### src/rtl/can_bt_pkg.sv
// Shared constants and types for the CAN bit timing generator.
// Assumes the fixed two-byte configuration layout described in the brief.
package can_bt_pkg;
    localparam int BRP_W  = 6;
    localparam int SJW_W  = 2;
    localparam int TS1_W  = 4;
    localparam int TS2_W  = 3;
    localparam int PRE_W  = BRP_W + 1;
    // Longest first phase segment plus the largest extension.
    localparam int QCNT_W = $clog2((1 << TS1_W) + (1 << SJW_W) + 1);

    typedef enum logic [1:0] {
        SEG_SYNC = 2'd0,
        SEG_PH1  = 2'd1,
        SEG_PH2  = 2'd2
    } seg_e;

    typedef struct packed {
        logic [SJW_W-1:0] sjw;
        logic [BRP_W-1:0] brp;
        logic             sam;
        logic [TS2_W-1:0] tseg2;
        logic [TS1_W-1:0] tseg1;
    } timing_t;
endpackage

### src/rtl/can_bt_cfg.sv
// Configuration capture: copies the two timing bytes while reset mode is
// high and holds them otherwise. Assumes the inputs are stable near clk.
module can_bt_cfg
    import can_bt_pkg::*;
(
    input  logic       clk,
    input  logic       rst_n,
    input  logic       reset_mode,
    input  logic [7:0] byte0,
    input  logic [7:0] byte1,
    output timing_t    timing
);
    logic [7:0] b0_q, b1_q;

    // Load the bytes only inside the configuration window.
    always_ff @(posedge clk) begin
        if (!rst_n) begin
            b0_q <= '0;
            b1_q <= '0;
        end else if (reset_mode) begin
            b0_q <= byte0;
            b1_q <= byte1;
        end
    end

    // Split the bytes into named fields.
    always_comb begin
        timing.sjw   = b0_q[7:6];
        timing.brp   = b0_q[5:0];
        timing.sam   = b1_q[7];
        timing.tseg2 = b1_q[6:4];
        timing.tseg1 = b1_q[3:0];
    end

    a_r10_frozen: assert property (@(posedge clk) disable iff (!rst_n)
        !reset_mode |=> ($stable(b0_q) && $stable(b1_q)));
endmodule

### src/rtl/can_bt_prescaler.sv
// Quantum prescaler: emits a one-clock tick every 2*(brp+1) clocks.
// Assumes brp changes only while reset mode is high.
module can_bt_prescaler
    import can_bt_pkg::*;
(
    input  logic             clk,
    input  logic             rst_n,
    input  logic             reset_mode,
    input  logic [BRP_W-1:0] brp,
    output logic             tq_tick
);
    logic [PRE_W-1:0] cnt_q;
    logic [PRE_W-1:0] lim;

    assign lim     = {brp, 1'b1};
    assign tq_tick = !reset_mode && (cnt_q == lim);

    // Count clocks within a quantum; hold cleared in reset mode.
    always_ff @(posedge clk) begin
        if (!rst_n || reset_mode) cnt_q <= '0;
        else if (tq_tick)         cnt_q <= '0;
        else                      cnt_q <= cnt_q + 1'b1;
    end

    a_r1_no_back_to_back: assert property (@(posedge clk) disable iff (!rst_n)
        tq_tick |=> !tq_tick);
    a_r11_hold_clear: assert property (@(posedge clk) disable iff (!rst_n)
        reset_mode |=> (cnt_q == '0));
endmodule

### src/rtl/can_bt_seq.sv
// Segment sequencer: walks sync, phase 1 and phase 2 on quantum ticks.
// It applies one jump-width-limited correction per bit and hard sync on
// request. Assumes rx is already synchronized to clk.
module can_bt_seq
    import can_bt_pkg::*;
(
    input  logic             clk,
    input  logic             rst_n,
    input  logic             reset_mode,
    input  logic             tq_tick,
    input  logic             rx,
    input  logic             hard_sync_req,
    input  logic [SJW_W-1:0] sjw,
    input  logic [TS1_W-1:0] tseg1,
    input  logic [TS2_W-1:0] tseg2,
    output logic             sample_pt,
    output logic             bit_start
);
    localparam logic [QCNT_W-1:0] ONE = QCNT_W'(1);

    seg_e              seg_q, seg_d;
    logic [QCNT_W-1:0] qcnt_q, qcnt_d, adj_q, adj_d, shr_q, shr_d;
    logic              rs_q, rs_d, rx_prev_q;
    logic              fall, rs_go, hs_go;
    logic [QCNT_W-1:0] jw, len1, len2, err1, rem2, ext_n, shr_n, len1_now, len2_now;

    assign fall     = tq_tick && rx_prev_q && !rx;
    assign hs_go    = fall && hard_sync_req && (seg_q != SEG_SYNC);
    assign rs_go    = fall && !hard_sync_req && !rs_q;
    assign jw       = QCNT_W'(sjw) + ONE;
    assign len1     = QCNT_W'(tseg1) + ONE + adj_q;
    assign len2     = QCNT_W'(tseg2) + ONE - shr_q;
    assign err1     = qcnt_q + ONE;
    assign rem2     = len2 - qcnt_q - ONE;
    assign ext_n    = (err1 > jw) ? jw : err1;
    assign shr_n    = (rem2 > jw) ? jw : rem2;
    assign len1_now = rs_go ? len1 + ext_n : len1;
    assign len2_now = rs_go ? len2 - shr_n : len2;

    // Next-state logic for the segment walk and edge corrections.
    always_comb begin
        seg_d     = seg_q;
        qcnt_d    = qcnt_q;
        adj_d     = adj_q;
        shr_d     = shr_q;
        rs_d      = rs_q;
        sample_pt = 1'b0;
        bit_start = 1'b0;
        if (tq_tick) begin
            case (seg_q)
                SEG_SYNC: begin
                    bit_start = 1'b1;
                    seg_d     = SEG_PH1;
                    qcnt_d    = '0;
                    adj_d     = '0;
                    shr_d     = '0;
                    rs_d      = 1'b0;
                end
                SEG_PH1: begin
                    if (hs_go) begin
                        seg_d  = SEG_SYNC;
                        qcnt_d = '0;
                    end else begin
                        if (rs_go) begin
                            adj_d = adj_q + ext_n;
                            rs_d  = 1'b1;
                        end
                        if (qcnt_q == len1_now - ONE) begin
                            sample_pt = 1'b1;
                            seg_d     = SEG_PH2;
                            qcnt_d    = '0;
                        end else begin
                            qcnt_d = qcnt_q + ONE;
                        end
                    end
                end
                SEG_PH2: begin
                    if (hs_go) begin
                        seg_d  = SEG_SYNC;
                        qcnt_d = '0;
                    end else begin
                        if (rs_go) begin
                            shr_d = shr_q + shr_n;
                            rs_d  = 1'b1;
                        end
                        if (qcnt_q == len2_now - ONE) begin
                            seg_d  = SEG_SYNC;
                            qcnt_d = '0;
                        end else begin
                            qcnt_d = qcnt_q + ONE;
                        end
                    end
                end
                default: begin
                    seg_d  = SEG_SYNC;
                    qcnt_d = '0;
                end
            endcase
        end
    end

    // Segment state registers; restart at sync while in reset mode.
    always_ff @(posedge clk) begin
        if (!rst_n || reset_mode) begin
            seg_q  <= SEG_SYNC;
            qcnt_q <= '0;
            adj_q  <= '0;
            shr_q  <= '0;
            rs_q   <= 1'b0;
        end else begin
            seg_q  <= seg_d;
            qcnt_q <= qcnt_d;
            adj_q  <= adj_d;
            shr_q  <= shr_d;
            rs_q   <= rs_d;
        end
    end

    // Bus level at the previous quantum tick, for edge detection.
    always_ff @(posedge clk) begin
        if (!rst_n || reset_mode) rx_prev_q <= 1'b1;
        else if (tq_tick)         rx_prev_q <= rx;
    end

    a_r4_sync_one_quantum: assert property (@(posedge clk) disable iff (!rst_n)
        (tq_tick && seg_q == SEG_SYNC) |=> (seg_q == SEG_PH1));
    a_r5_ph1_bound: assert property (@(posedge clk) disable iff (!rst_n)
        (seg_q == SEG_PH1) |-> (qcnt_q < QCNT_W'((1 << TS1_W) + (1 << SJW_W))));
    a_r6_ph2_bound: assert property (@(posedge clk) disable iff (!rst_n)
        (seg_q == SEG_PH2) |-> (qcnt_q < QCNT_W'(1 << TS2_W)));
    a_r3_sample_in_ph1: assert property (@(posedge clk) disable iff (!rst_n)
        sample_pt |=> (seg_q == SEG_PH2));
endmodule

### src/rtl/can_bt_sampler.sv
// Bit sampler: latches rx at the sample point, either as a single sample
// or as a majority over the last three quantum ticks.
module can_bt_sampler
    import can_bt_pkg::*;
(
    input  logic clk,
    input  logic rst_n,
    input  logic reset_mode,
    input  logic tq_tick,
    input  logic sample_pt,
    input  logic sam,
    input  logic rx,
    output logic rx_bit
);
    logic [1:0] hist_q;
    logic       vote;

    assign vote = (hist_q[1] & hist_q[0]) | (hist_q[1] & rx) | (hist_q[0] & rx);

    // Keep the two previous quantum samples.
    always_ff @(posedge clk) begin
        if (!rst_n || reset_mode) hist_q <= 2'b11;
        else if (tq_tick)         hist_q <= {hist_q[0], rx};
    end

    // Update the sampled bit at the sample point.
    always_ff @(posedge clk) begin
        if (!rst_n)         rx_bit <= 1'b1;
        else if (sample_pt) rx_bit <= sam ? vote : rx;
    end

    a_r9_hold_between: assert property (@(posedge clk) disable iff (!rst_n)
        !sample_pt |=> $stable(rx_bit));
endmodule

### src/rtl/can_bit_timing.sv
// CAN bit timing generator top: configuration capture, quantum
// prescaler, segment sequencer and bit sampler.
module can_bit_timing
    import can_bt_pkg::*;
(
    input  logic       clk,
    input  logic       rst_n,
    input  logic [7:0] bt_byte0,
    input  logic [7:0] bt_byte1,
    input  logic       reset_mode,
    input  logic       hard_sync_req,
    input  logic       rx,
    output logic       tq_tick,
    output logic       sample_strobe,
    output logic       rx_bit,
    output logic       bit_start
);
    timing_t timing;

    can_bt_cfg u_cfg (
        .clk(clk), .rst_n(rst_n), .reset_mode(reset_mode),
        .byte0(bt_byte0), .byte1(bt_byte1), .timing(timing)
    );

    can_bt_prescaler u_pre (
        .clk(clk), .rst_n(rst_n), .reset_mode(reset_mode),
        .brp(timing.brp), .tq_tick(tq_tick)
    );

    can_bt_seq u_seq (
        .clk(clk), .rst_n(rst_n), .reset_mode(reset_mode),
        .tq_tick(tq_tick), .rx(rx), .hard_sync_req(hard_sync_req),
        .sjw(timing.sjw), .tseg1(timing.tseg1), .tseg2(timing.tseg2),
        .sample_pt(sample_strobe), .bit_start(bit_start)
    );

    can_bt_sampler u_smp (
        .clk(clk), .rst_n(rst_n), .reset_mode(reset_mode),
        .tq_tick(tq_tick), .sample_pt(sample_strobe), .sam(timing.sam),
        .rx(rx), .rx_bit(rx_bit)
    );

    a_r3_strobe_on_tick: assert property (@(posedge clk) disable iff (!rst_n)
        (sample_strobe || bit_start) |-> tq_tick);
    a_r4_start_not_sample: assert property (@(posedge clk) disable iff (!rst_n)
        bit_start |-> !sample_strobe);
endmodule

### config.mk
export PLATFORM = sky130hd
export DESIGN_NAME = can_bit_timing
export DESIGN_NICKNAME = d
export VERILOG_FILES = /design/src/rtl/can_bt_pkg.sv /design/src/rtl/can_bt_cfg.sv /design/src/rtl/can_bt_prescaler.sv /design/src/rtl/can_bt_seq.sv /design/src/rtl/can_bt_sampler.sv /design/src/rtl/can_bit_timing.sv
export SDC_FILE = /design/constraint.sdc
export NUM_CORES = 1
export LEC_CHECK = 0
export CAP_MARGIN = 0
export CELL_PAD_IN_SITES_DETAIL_PLACEMENT = 1
export CELL_PAD_IN_SITES_GLOBAL_PLACEMENT = 2
export CORE_MARGIN = 5
export CORE_UTILIZATION = 40
export DETAILED_ROUTE_END_ITERATION = 6
export HOLD_SLACK_MARGIN = 0.06
export PLACE_DENSITY = 0.92
export SLEW_MARGIN = 20
export SYNTH_ARGS = -nofsm -noshare
export SYNTH_HDL_FRONTEND = slang
export SYNTH_HIERARCHICAL = 1
export SYNTH_SLANG_ARGS = --single-unit
### constraint.sdc
create_clock -name clk -period 13.3 [get_ports clk]
set_clock_uncertainty 0.05 [all_clocks]
set_input_delay 2.66 -clock clk [delete_from_list [all_inputs] [get_ports clk]]
set_output_delay 2.66 -clock clk [all_outputs]
set_load 0.02 [all_outputs]
==> metrics.txt, run 1 <==
fmax=100 MHz; H-tree depth=2; CTS Hold Bufs=0; Slew Limit Fails=0; Die Span Y=108 µm; peak supply drop=0.0653 mV; placed cell area=4150 µm²; Startpoint Class=input pin; top-count cell post-synth=inv_1; number of setup buffers added after CTS=0; site row count=35; Num CTS Buffers=5; Reg2Reg Depth=28; antenna violations before repair=0; YS warnings=6; Resized cells post-CTS=0; max incr delay on CP=0.64 ns; initial core utilization=41.2%; FILL cells=1,097; Max Cap Viol=0; crit-path most repeated cell=clkdlybuf4s50_1; Layout Nets=530; design area=4270 µm²; Final Setup Violations=0; storage element area=901 µm²; cell area after synthesis=3800 µm²; clk slew on worst S/H paths=0.09 ns; Main synth FF type=dfxtp_1; ANT nets after route=0; setup TNS=0 ns; number of synthesized flops with an enable pin=0; Area Overhead vs Synth=12.4%; dominant cell type by area after synthesis=dfxtp_1; CP Depth=14; RePlAce Congestion=0.862; Final HPWL DP=7800 µm; Worst Setup End Kind=output pin; CTS tree=done; CP cell instances=clkdlybuf4s50_1, buf_4, nand2b_1, nor4_4, and2_1, nand4bb_1, nor3_1, or2_2, ha_1, xnor3_1, a311oi_2, o2111ai_2, nor2_1, clkdlybuf4s50_1; commonest cells in the netlist=46 x inv_1, 45 x dfxtp_1, 45 x ha_1, 35 x a21oi_1, 27 x nor2_1; share of layout cells above drive strength 1=5.68%; final routed DRC violation total=0; first-pass GRT wire length=16,600 µm; Final Critical Period=10.0 ns; WP data required=10.59 ns; core area=9240 µm²; first drt pass iteration count=4; mean post-synth cell area=8.76 µm²; status=finished, final reports clean; Gate Count Post-Synth=434; launch point of the worst path=reset_mode; Final Hold Vio Count=0; Worst-Skew Late Latency=0.30 ns; asr flop ratio synth=0%; Crit Path Max Fanout=21; critical setup path kind=input pin to output pin; ANT cells=0; Final period util=75.2%; Tot GR Track Use=17.6%; measured slew at the worst slew-check pin=0.615 ns; post-synth top area share=23.7%; IO Port Bufs=24; Top delay family on crit path=simple AND/OR/NAND/NOR gates; Hold Crit Class=register to register; initial drt markers=83; grt ovf=0; largest net degree at the start of global routing=22; P per Cell Area=81.7 nW/µm²; setup repair after global routing missed its margin=no; vias=3,131; CP arrival=7.29 ns; number of global-route vias before repair=3,444; DR WL/cell=16.2 µm; crit path to=sample_strobe; Leak=1.85 nW; R2R Path End=u_seq/seg_q[0]; buffers plus inverters on the worst setup path=3; Synth cell types=63; clock root buffer master=clkbuf_8; area occupied by multi-input gates=2670 µm²; CTS Sinks=45; final WL=9530 µm; IO Pins=25; Seq/Total Area, Yosys=23.7%; clk buf depth=2; FF+latch count, synth=45; top post-synthesis cells by area=dfxtp_1 24%, ha_1 15%, mux2i_1 6.3%; r2r setup slk=6.82 ns; critical path's slowest cell=clkdlybuf4s50_1; number of vias per cell=5.33; Slew HR=58.9%; Die Area=11,600 µm²; Worst R2R Start=u_cfg/b1_q[5]; Die X-Extent=108 µm
## final cells by class
type                            count  area share [%]
Sequential cell                    45            21.1
Inverter                           46            4.04
Tap cell                          129            3.78
Timing Repair Buffer               25            5.80
Clock buffer                        6            1.93
Clock inverter                      2           0.966
Multi-Input combinational cell    334            62.4
## registers in the layout, indices dropped and copies added (netlist names)
name,flops
u_seq/rx_prev_q,1
u_pre/cnt_q,7
u_smp/rx_bit,1
u_seq/adj_q,5
u_seq/rs_q,1
u_cfg/b1_q,8
u_seq/shr_q,5
u_seq/seg_q,2
u_cfg/b0_q,8
u_smp/hist_q,2
u_seq/qcnt_q,5
## worst min-delay path, stage by stage (launching register included)
cell and delay, ns:
dfxtp_1 0.34, mux2i_1 0.07, nand2_1 0.06
## cells by family (layout without fill, tap and decap cells)
logic type	Yosys count	after routing	synth area share (%)
other	2	4	0.198
xor gates and xnor gates	35	35	8.42
adders and majority gates	52	52	18.5
and+or+nand+nor	115	115	17.0
DFF	45	45	23.7
muxes	27	27	7.37
AOI/OAI and AO/OA	101	101	18.5
buffers and inverters	57	79	6.35
## metrics by stage
stage | setup slack [ns] | std cells | total power, mW | utilization [%] | hold slack [ns]
6_report | 3.30 | 587 | 0.349 | 46.3 | 0.441
5_1_grt | 3.02 | 587 | 0.370 | 46.3 | 0.479
4_1_cts | 3.33 | 587 | 0.353 | 46.3 | 0.441
3_5_place_dp | 3.34 | 579 | 0.240 | 44.9 | 0.417
3_3_place_gp | 3.52 | 579 | 0.236 | 44.9 | 0.418
2_1_floorplan | 4.99 | 436 | 0.213 | - | 0.391
## per-layer routing
metal	track usage (%)	wire [µm]	share of wire [%]	vias up
met5	0	0	0	-
met4	4.96	187	2.0	0
met3	2.04	197	2.1	14
met2	33.3	4910	52	35
met1	20.6	4240	44	1517
li1	-	-	-	1565
## how the worst min path moves through the flow
stage,cells after the start,endpoint,start
2_1_floorplan,2,u_smp/hist_q[1],u_smp/hist_q[1]
3_3_place_gp,2,u_smp/hist_q[1],u_smp/hist_q[1]
3_5_place_dp,2,u_smp/hist_q[1],u_smp/hist_q[1]
4_1_cts,2,u_smp/hist_q[1],u_smp/hist_q[1]
5_1_grt,2,u_seq/shr_q[4],u_seq/shr_q[4]
6_report,2,u_smp/hist_q[1],u_smp/hist_q[1]
## cells in the final DEF, fill, tap and decap left out, types with 8 or more instances in the layout
| master | netlist | final |
|---|---|---|
| ha_1 | 45 | 45 |
| xor2_1 | 16 | 16 |
| nand2b_1 | 8 | 8 |
| a21oi_1 | 35 | 35 |
| nor2_1 | 27 | 27 |
| nand3_1 | 8 | 8 |
| xnor2_1 | 18 | 18 |
| nor2b_1 | 21 | 21 |
| dfxtp_1 | 45 | 45 |
| inv_1 | 46 | 46 |
| clkdlybuf4s50_1 | 0 | 24 |
| mux2i_1 | 24 | 24 |
| nand2_1 | 16 | 16 |
| a21o_1 | 12 | 12 |
| o21ai_0 | 11 | 11 |
## power by group
part | total, mW | internal [mW] | switching, mW
sequential | 0.141 | 0.138 | 0.00287
clock | 0.112 | 0.0625 | 0.0495
combinational | 0.0964 | 0.0436 | 0.0527
(Power assumes the default switching activity.)
==> inputs of run 2 (changes only) <==
Settings changed: CORE_UTILIZATION 40 to 34, PLACE_DENSITY 0.92 to 0.83.
Clock period 13.3 ns to 8.9 ns, I/O delays scaled along.
==> run 2 against run 1 <==
Effect of this change: sequential power is 50% higher; via count hardly changed; cell area is 0.20% higher; critical path depth is 1 lower; largest power group unchanged; register-to-register slack worse by 4.4 ns; global-route usage is 2.3 points lower; final cell count is 2.0% higher.
==> metrics.txt, run 2 (synthesis results as in run 1) <==
site row count=38 (+8.6%); antenna violations before repair=0 (unchanged); metal3 WL=197 µm (unchanged); share of layout cells above drive strength 1=5.66% (-0.012 points); Final HPWL DP=7970 µm (+2.2%); core area=10,900 µm² (+18%); ANT nets after route=0 (unchanged); initial core utilization=34.9% (-6.2 points); Num CTS Buffers=5 (unchanged); number of vias per cell=5.23 (-2.0%); first-pass GRT wire length=16,300 µm (-1.5%); CTS tree=done; Final Hold Vio Count=0 (unchanged); Worst-Skew Late Latency=0.31 ns (about the same); r2r setup slk=2.46 ns (-4.36 ns); final routed DRC violation total=0 (unchanged); met2 WL=4920 µm (+0.10%); grt ovf=0 (unchanged); Final Critical Period=7.91 ns; DR WL/cell=16.2 µm (about the same); IO Port Bufs=24 (unchanged); CP arrival=6.08 ns (-1.21 ns); Resized cells post-CTS=0 (unchanged); number of global-route vias before repair=3,347 (-2.8%); Tot GR Track Use=15.3% (-2.3 points); post-placement cell count=591 (+2.1%); P per Cell Area=120 nW/µm² (+47%); largest net degree at the start of global routing=22 (unchanged); commonest non-fill, non-tap cell in the layout=inv_1; status=finished, final reports clean; Slew Limit Fails=0 (unchanged); Area Overhead vs Synth=12.6%; setup repair after global routing missed its margin=no; measured slew at the worst slew-check pin=0.570 ns (-0.0448 ns); Crit Path Max Fanout=15 (-29%); hold depth=2 (unchanged); clk buf depth=2 (unchanged); Startpoint Class=input pin; highest routed metal layer=met4; Final period util=88.9%; Reg2Reg Depth=28 (unchanged); Max Cap Viol=0 (unchanged); Die X-Extent=116 µm (+7.7%); setup TNS=0 ns (unchanged); Final Setup Violations=0 (unchanged); commonest cells after routing, fill and taps aside=46 x inv_1, 45 x dfxtp_1, 45 x ha_1; Die Span Y=116 µm (+7.7%); RePlAce Congestion=0.808 (-6.3%); Slew HR=62.0% (+3.1 points); Layout Nets=531 (+0.19%); WP data required=7.07 ns (-3.52 ns); clock root buffer master=clkbuf_8; largest registers=u_cfg/b0_q x8, u_cfg/b1_q x8, u_pre/cnt_q x7; clk slew on worst S/H paths=0.08 ns (about the same); first drt pass iteration count=4 (unchanged); R2R Path End=u_seq/seg_q[0]; Worst R2R Start=u_cfg/b1_q[5]; Hold Crit Class=register to register; CTS Hold Bufs=0 (unchanged); peak supply drop=0.0835 mV (+28%); IO Pins=25 (unchanged); Die Area=13,400 µm² (+16%); vias=3,130 (-0.032%); Leak=1.85 nW (-0.17%); initial drt markers=107 (+29%); critical setup path kind=input pin to output pin; CTS Sinks=45 (unchanged); number of setup buffers added after CTS=0 (unchanged); fmax=126 MHz; M1 wire length=4430 µm (+4.5%); H-tree depth=2 (unchanged); ANT cells=0 (unchanged); final WL=9720 µm (+2.0%); Worst Setup End Kind=output pin; Non-Filler Instances=599 (+2.0%); Hold Crit Endpoint=u_smp/hist_q[1]; worst hold path startpoint=u_smp/hist_q[1]
## run 2: cell count changes in the layout (fill, tap and decap cells not counted), sizes merged
| cell | before | now |
|---|---|---|
| buf | 1 | 2 |
| clkinv | 0 | 1 |
| inv | 47 | 46 |
## run 2: power by group
group	switching [mW]	internal, mW
Clock	0.0753	0.0844
Sequential	0.00468	0.206
Combinational	0.0791	0.0654
Total	0.159	0.356
## run 2: how the worst max path moves through the flow
stage                               end  cells after the start       start  slack [ns]
after global placement    sample_strobe                     13  reset_mode        1.16
after floorplan           sample_strobe                     13  reset_mode        2.35
after global routing      sample_strobe                     13  reset_mode        0.65
final                     sample_strobe                     13  reset_mode        0.99
after detailed placement  sample_strobe                     13  reset_mode        1.07
after CTS                 sample_strobe                     13  reset_mode        1.01
## run 2: final cells by class
type / instances / area (µm²)
Sequential cell: 45 / 901
Multi-Input combinational cell: 334 / 2670
Inverter: 46 / 173
Timing Repair Buffer: 26 / 255
Fill cell: 1293 / 6610
Tap cell: 140 / 175
Clock inverter: 2 / 38.8
Clock buffer: 6 / 72.6
## run 2: through the flow
stage	total power, mW	hold slack [ns]	instance area (µm²)	util, %	worst slack, ns
floorplan	0.319	0.391	3810	-	2.35
detailed placement	0.361	0.438	4170	38.3	1.07
CTS	0.522	0.459	4280	39.3	1.01
finish	0.515	0.450	4280	39.3	0.988
global placement	0.354	0.418	4170	38.3	1.16
global route	0.547	0.482	4280	39.3	0.650
## run 2: routing by layer
layer  up-vias  global-route usage (%)
met4         0                    4.25
met1      1510                    18.7
met3        12                    2.09
met2        38                    28.0
li1       1570                       -
met5         -                       0
## run 2: worst max-delay path: stages
cell and delay [ns]:
clkdlybuf4s50_1 0.41, nand2b_1 0.17, nor4_4 0.39, and2_1 0.56, nand4bb_1 0.38, nor3_1 0.27
or2_2 0.18, ha_1 0.24, xnor3_1 0.34, a311oi_2 0.23, o2111ai_2 0.22, nor2_1 0.25
clkdlybuf4s50_1 0.66
==> inputs of run 3 (changes only) <==
Settings changed: ABC_AREA from default to 1, CORE_UTILIZATION 34 to 36, PLACE_DENSITY 0.83 to 0.92.
Clock period 8.9 ns to 10.2 ns, I/O delays scaled along.
==> run 3 against run 2 <==
Effect of this change: flip-flop and latch count did not move; worst hold slack worse by 0.023 ns; setup slack gained 1.6 ns; combinational power up 22%; wire length increased by 14%; register-to-register slack better by 2.0 ns; final cell count grew 34%; critical endpoint unchanged; largest cell class unchanged; highest routed layer unchanged.
==> metrics.txt, run 3 <==
status=finished, final reports clean; Die Area=13,800 µm² (+2.8%); FF+latch count, synth=45 (unchanged); commonest cells after routing, fill and taps aside=163 x nand2_1, 116 x inv_1, 61 x nor2_1; fmax=131 MHz; CP arrival=5.53 ns (-0.55 ns); ANT nets after route=0 (unchanged); antenna violations before repair=0 (unchanged); first-pass GRT wire length=19,700 µm (+21%); Synth Area in Adders=16.9% (-1.5 points); largest registers=u_cfg/b0_q x8, u_cfg/b1_q x8, u_pre/cnt_q x7; crit-path most repeated cell=nand2_1; Synth cell types=40 (-37%); Main synth FF type=dfxtp_1; Tot Pwr=0.571 mW (+11%); Die Span Y=117 µm (+1.4%); area fraction in compound gates after synthesis=7.51% (-11 points); placed cell area=4510 µm² (+8.0%); commonest non-fill, non-tap cell in the layout=nand2_1; setup repair after global routing missed its margin=no; final WL=11,100 µm (+14%); WP data required=8.11 ns (+1.04 ns); Area Overhead vs Synth=13.2%; top post-synthesis cells by area=dfxtp_1 22%, nand2_1 15%, ha_1 14%; RePlAce Congestion=0.816 (+0.98%); Hold WS=0.427 ns (-0.0232 ns); Worst Setup End Kind=output pin; post-synth top area share=21.7% (-2.0 points); largest family of logic cells by synthesized area=simple AND/OR/NAND/NOR gates; FILL cells=1,507 (+17%); commonest cells in the netlist=163 x nand2_1, 116 x inv_1, 61 x nor2_1, 57 x nand3_1; share of layout cells above drive strength 1=7.56% (+1.9 points); final routed DRC violation total=0 (unchanged); CTS tree=done; peak supply drop=0.136 mV (+62%); Final period util=74.7%; cell area after synthesis=4150 µm² (+9.1%); mean post-synth cell area=6.53 µm² (-25%); Leak=2.26 nW (+23%); XOR/XNOR Fraction of Synth Area=4.86% (-3.6 points); Resized cells post-CTS=0 (unchanged); design area=4700 µm² (+9.7%); Num CTS Buffers=5 (unchanged); site row count=39 (+2.6%); Slew HR=48.8% (-13 points); H-tree depth=2 (unchanged); Worst-Skew Late Latency=0.29 ns (-0.02 ns); IO Pins=25 (unchanged); largest net degree at the start of global routing=36 (+64%); Max Cap Viol=0 (unchanged); core area=11,400 µm² (+4.4%); Crit Path Max Fanout=15 (unchanged); initial core utilization=36.5% (+1.6 points); number of synthesized flops with an enable pin=0 (unchanged); DR WL/cell=13.8 µm (-15%); first drt pass iteration count=4 (unchanged); Die X-Extent=117 µm (+1.4%); top-count cell post-synth=nand2_1; number of global-route vias before repair=4,356 (+30%); Hold Crit Class=register to register; Seq/Total Area, Yosys=21.7% (-2.0 points); max incr delay on CP=0.65 ns (about the same); number of vias per cell=4.94 (-5.5%); Layout Nets=733 (+38%); measured slew at the worst slew-check pin=0.765 ns (+0.195 ns); clk buf depth=2 (unchanged); grt ovf=0 (unchanged); IO Port Bufs=24 (unchanged); vias=3,969 (+27%); setup TNS=0 ns (unchanged); critical path's slowest cell=clkdlybuf4s50_1; dominant cell type by area after synthesis=dfxtp_1; Final Hold Vio Count=0 (unchanged); Final HPWL DP=9360 µm (+17%); Gate Count Post-Synth=635 (+46%); Synth Area in Simple Gates=36.0% (+19 points); Slew Limit Fails=0 (unchanged); Final Critical Period=7.62 ns; ANT cells=0 (unchanged); CP cell instances=clkdlybuf4s50_1, inv_1, and3_1, nand4_1, nor2_1, buf_4, nand2_4, nor2_8, nand3_4, nand2_1, nand2_1, ha_1, xnor2_1, a21oi_1, nand2_1, nor2_1, nand2_1, nor2_1, clkdlybuf4s50_1; asr flop ratio synth=0% (unchanged); post-synthesis mux area share=0% (-7.4 points); Startpoint Class=input pin; CTS Sinks=45 (unchanged); Tot GR Track Use=16.8% (+1.5 points); P per Cell Area=122 nW/µm² (+1.1%); initial drt markers=127 (+19%); critical setup path kind=input pin to output pin; number of setup buffers added after CTS=0 (unchanged); CTS Hold Bufs=0 (unchanged); Final Setup Violations=0 (unchanged); clk slew on worst S/H paths=0.06 ns (-0.02 ns); YS warnings=6 (unchanged); clock root buffer master=clkbuf_16
## run 3: per-stage QoR
| step | util (%) | std cells | setup WS [ns] |
|---|---|---|---|
| global route | 41.3 | 804 | 2.29 |
| CTS | 41.3 | 804 | 2.56 |
| global placement | 39.6 | 796 | 2.68 |
| finish | 41.3 | 804 | 2.58 |
| detailed placement | 39.6 | 796 | 2.58 |
| floorplan | - | 637 | 3.58 |
## run 3: final timing paths
path / from / end / slack, ns / cells past startpoint
min: u_cfg/b1_q[5] / u_cfg/b1_q[5] / 0.43 / 2
max: reset_mode / sample_strobe / 2.58 / 19
min reg2reg: u_cfg/b1_q[5] / u_cfg/b1_q[5] / 0.43 / 2
max reg2reg: u_cfg/b1_q[5] / u_seq/qcnt_q[4] / 4.42 / 30
## run 3: logic make-up (layout without fill, tap and decap cells)
family | after synthesis | count (layout)
AOI/OAI and AO/OA | 55 | 55
xor gates and xnor gates | 23 | 23
adders and majority gates | 52 | 52
buffers and inverters | 129 | 153
DFF | 45 | 45
other | 2 | 4
and+or+nand+nor | 329 | 329
## run 3: layout make-up
type / count / area, µm² / share of cell area (%)
multi-input combinational: 463 / 2730 / 58.0
clock buffer: 5 / 125 / 2.66
inverter: 119 / 447 / 9.51
timing repair buffer: 26 / 255 / 5.43
clock inverter: 3 / 65.1 / 1.39
sequential: 45 / 901 / 19.2
tap: 143 / 179 / 3.81
## run 3: metal layers
metal	vias to the layer above	track usage (%)	routed length [µm]
li1	2027	-	-
met1	1880	19.7	4970
met2	44	31.5	5710
met3	18	1.73	189
met4	0	5.37	257
met5	-	0	0
## run 3: critical path, delay by kind of cell
| kind | cells | cell delay [ns] |
|---|---|---|
| and+or+nand+nor | 12 | 1.55 |
| buffers and inverters | 4 | 1.36 |
| adders and majority gates | 1 | 0.31 |
| AOI/OAI and AO/OA | 1 | 0.14 |
| xor gates and xnor gates | 1 | 0.13 |
## run 3: where the power goes
part           switching [mW]  internal (mW)
logic                   0.108         0.0683
clock network          0.0691          0.140
registers             0.00448          0.181
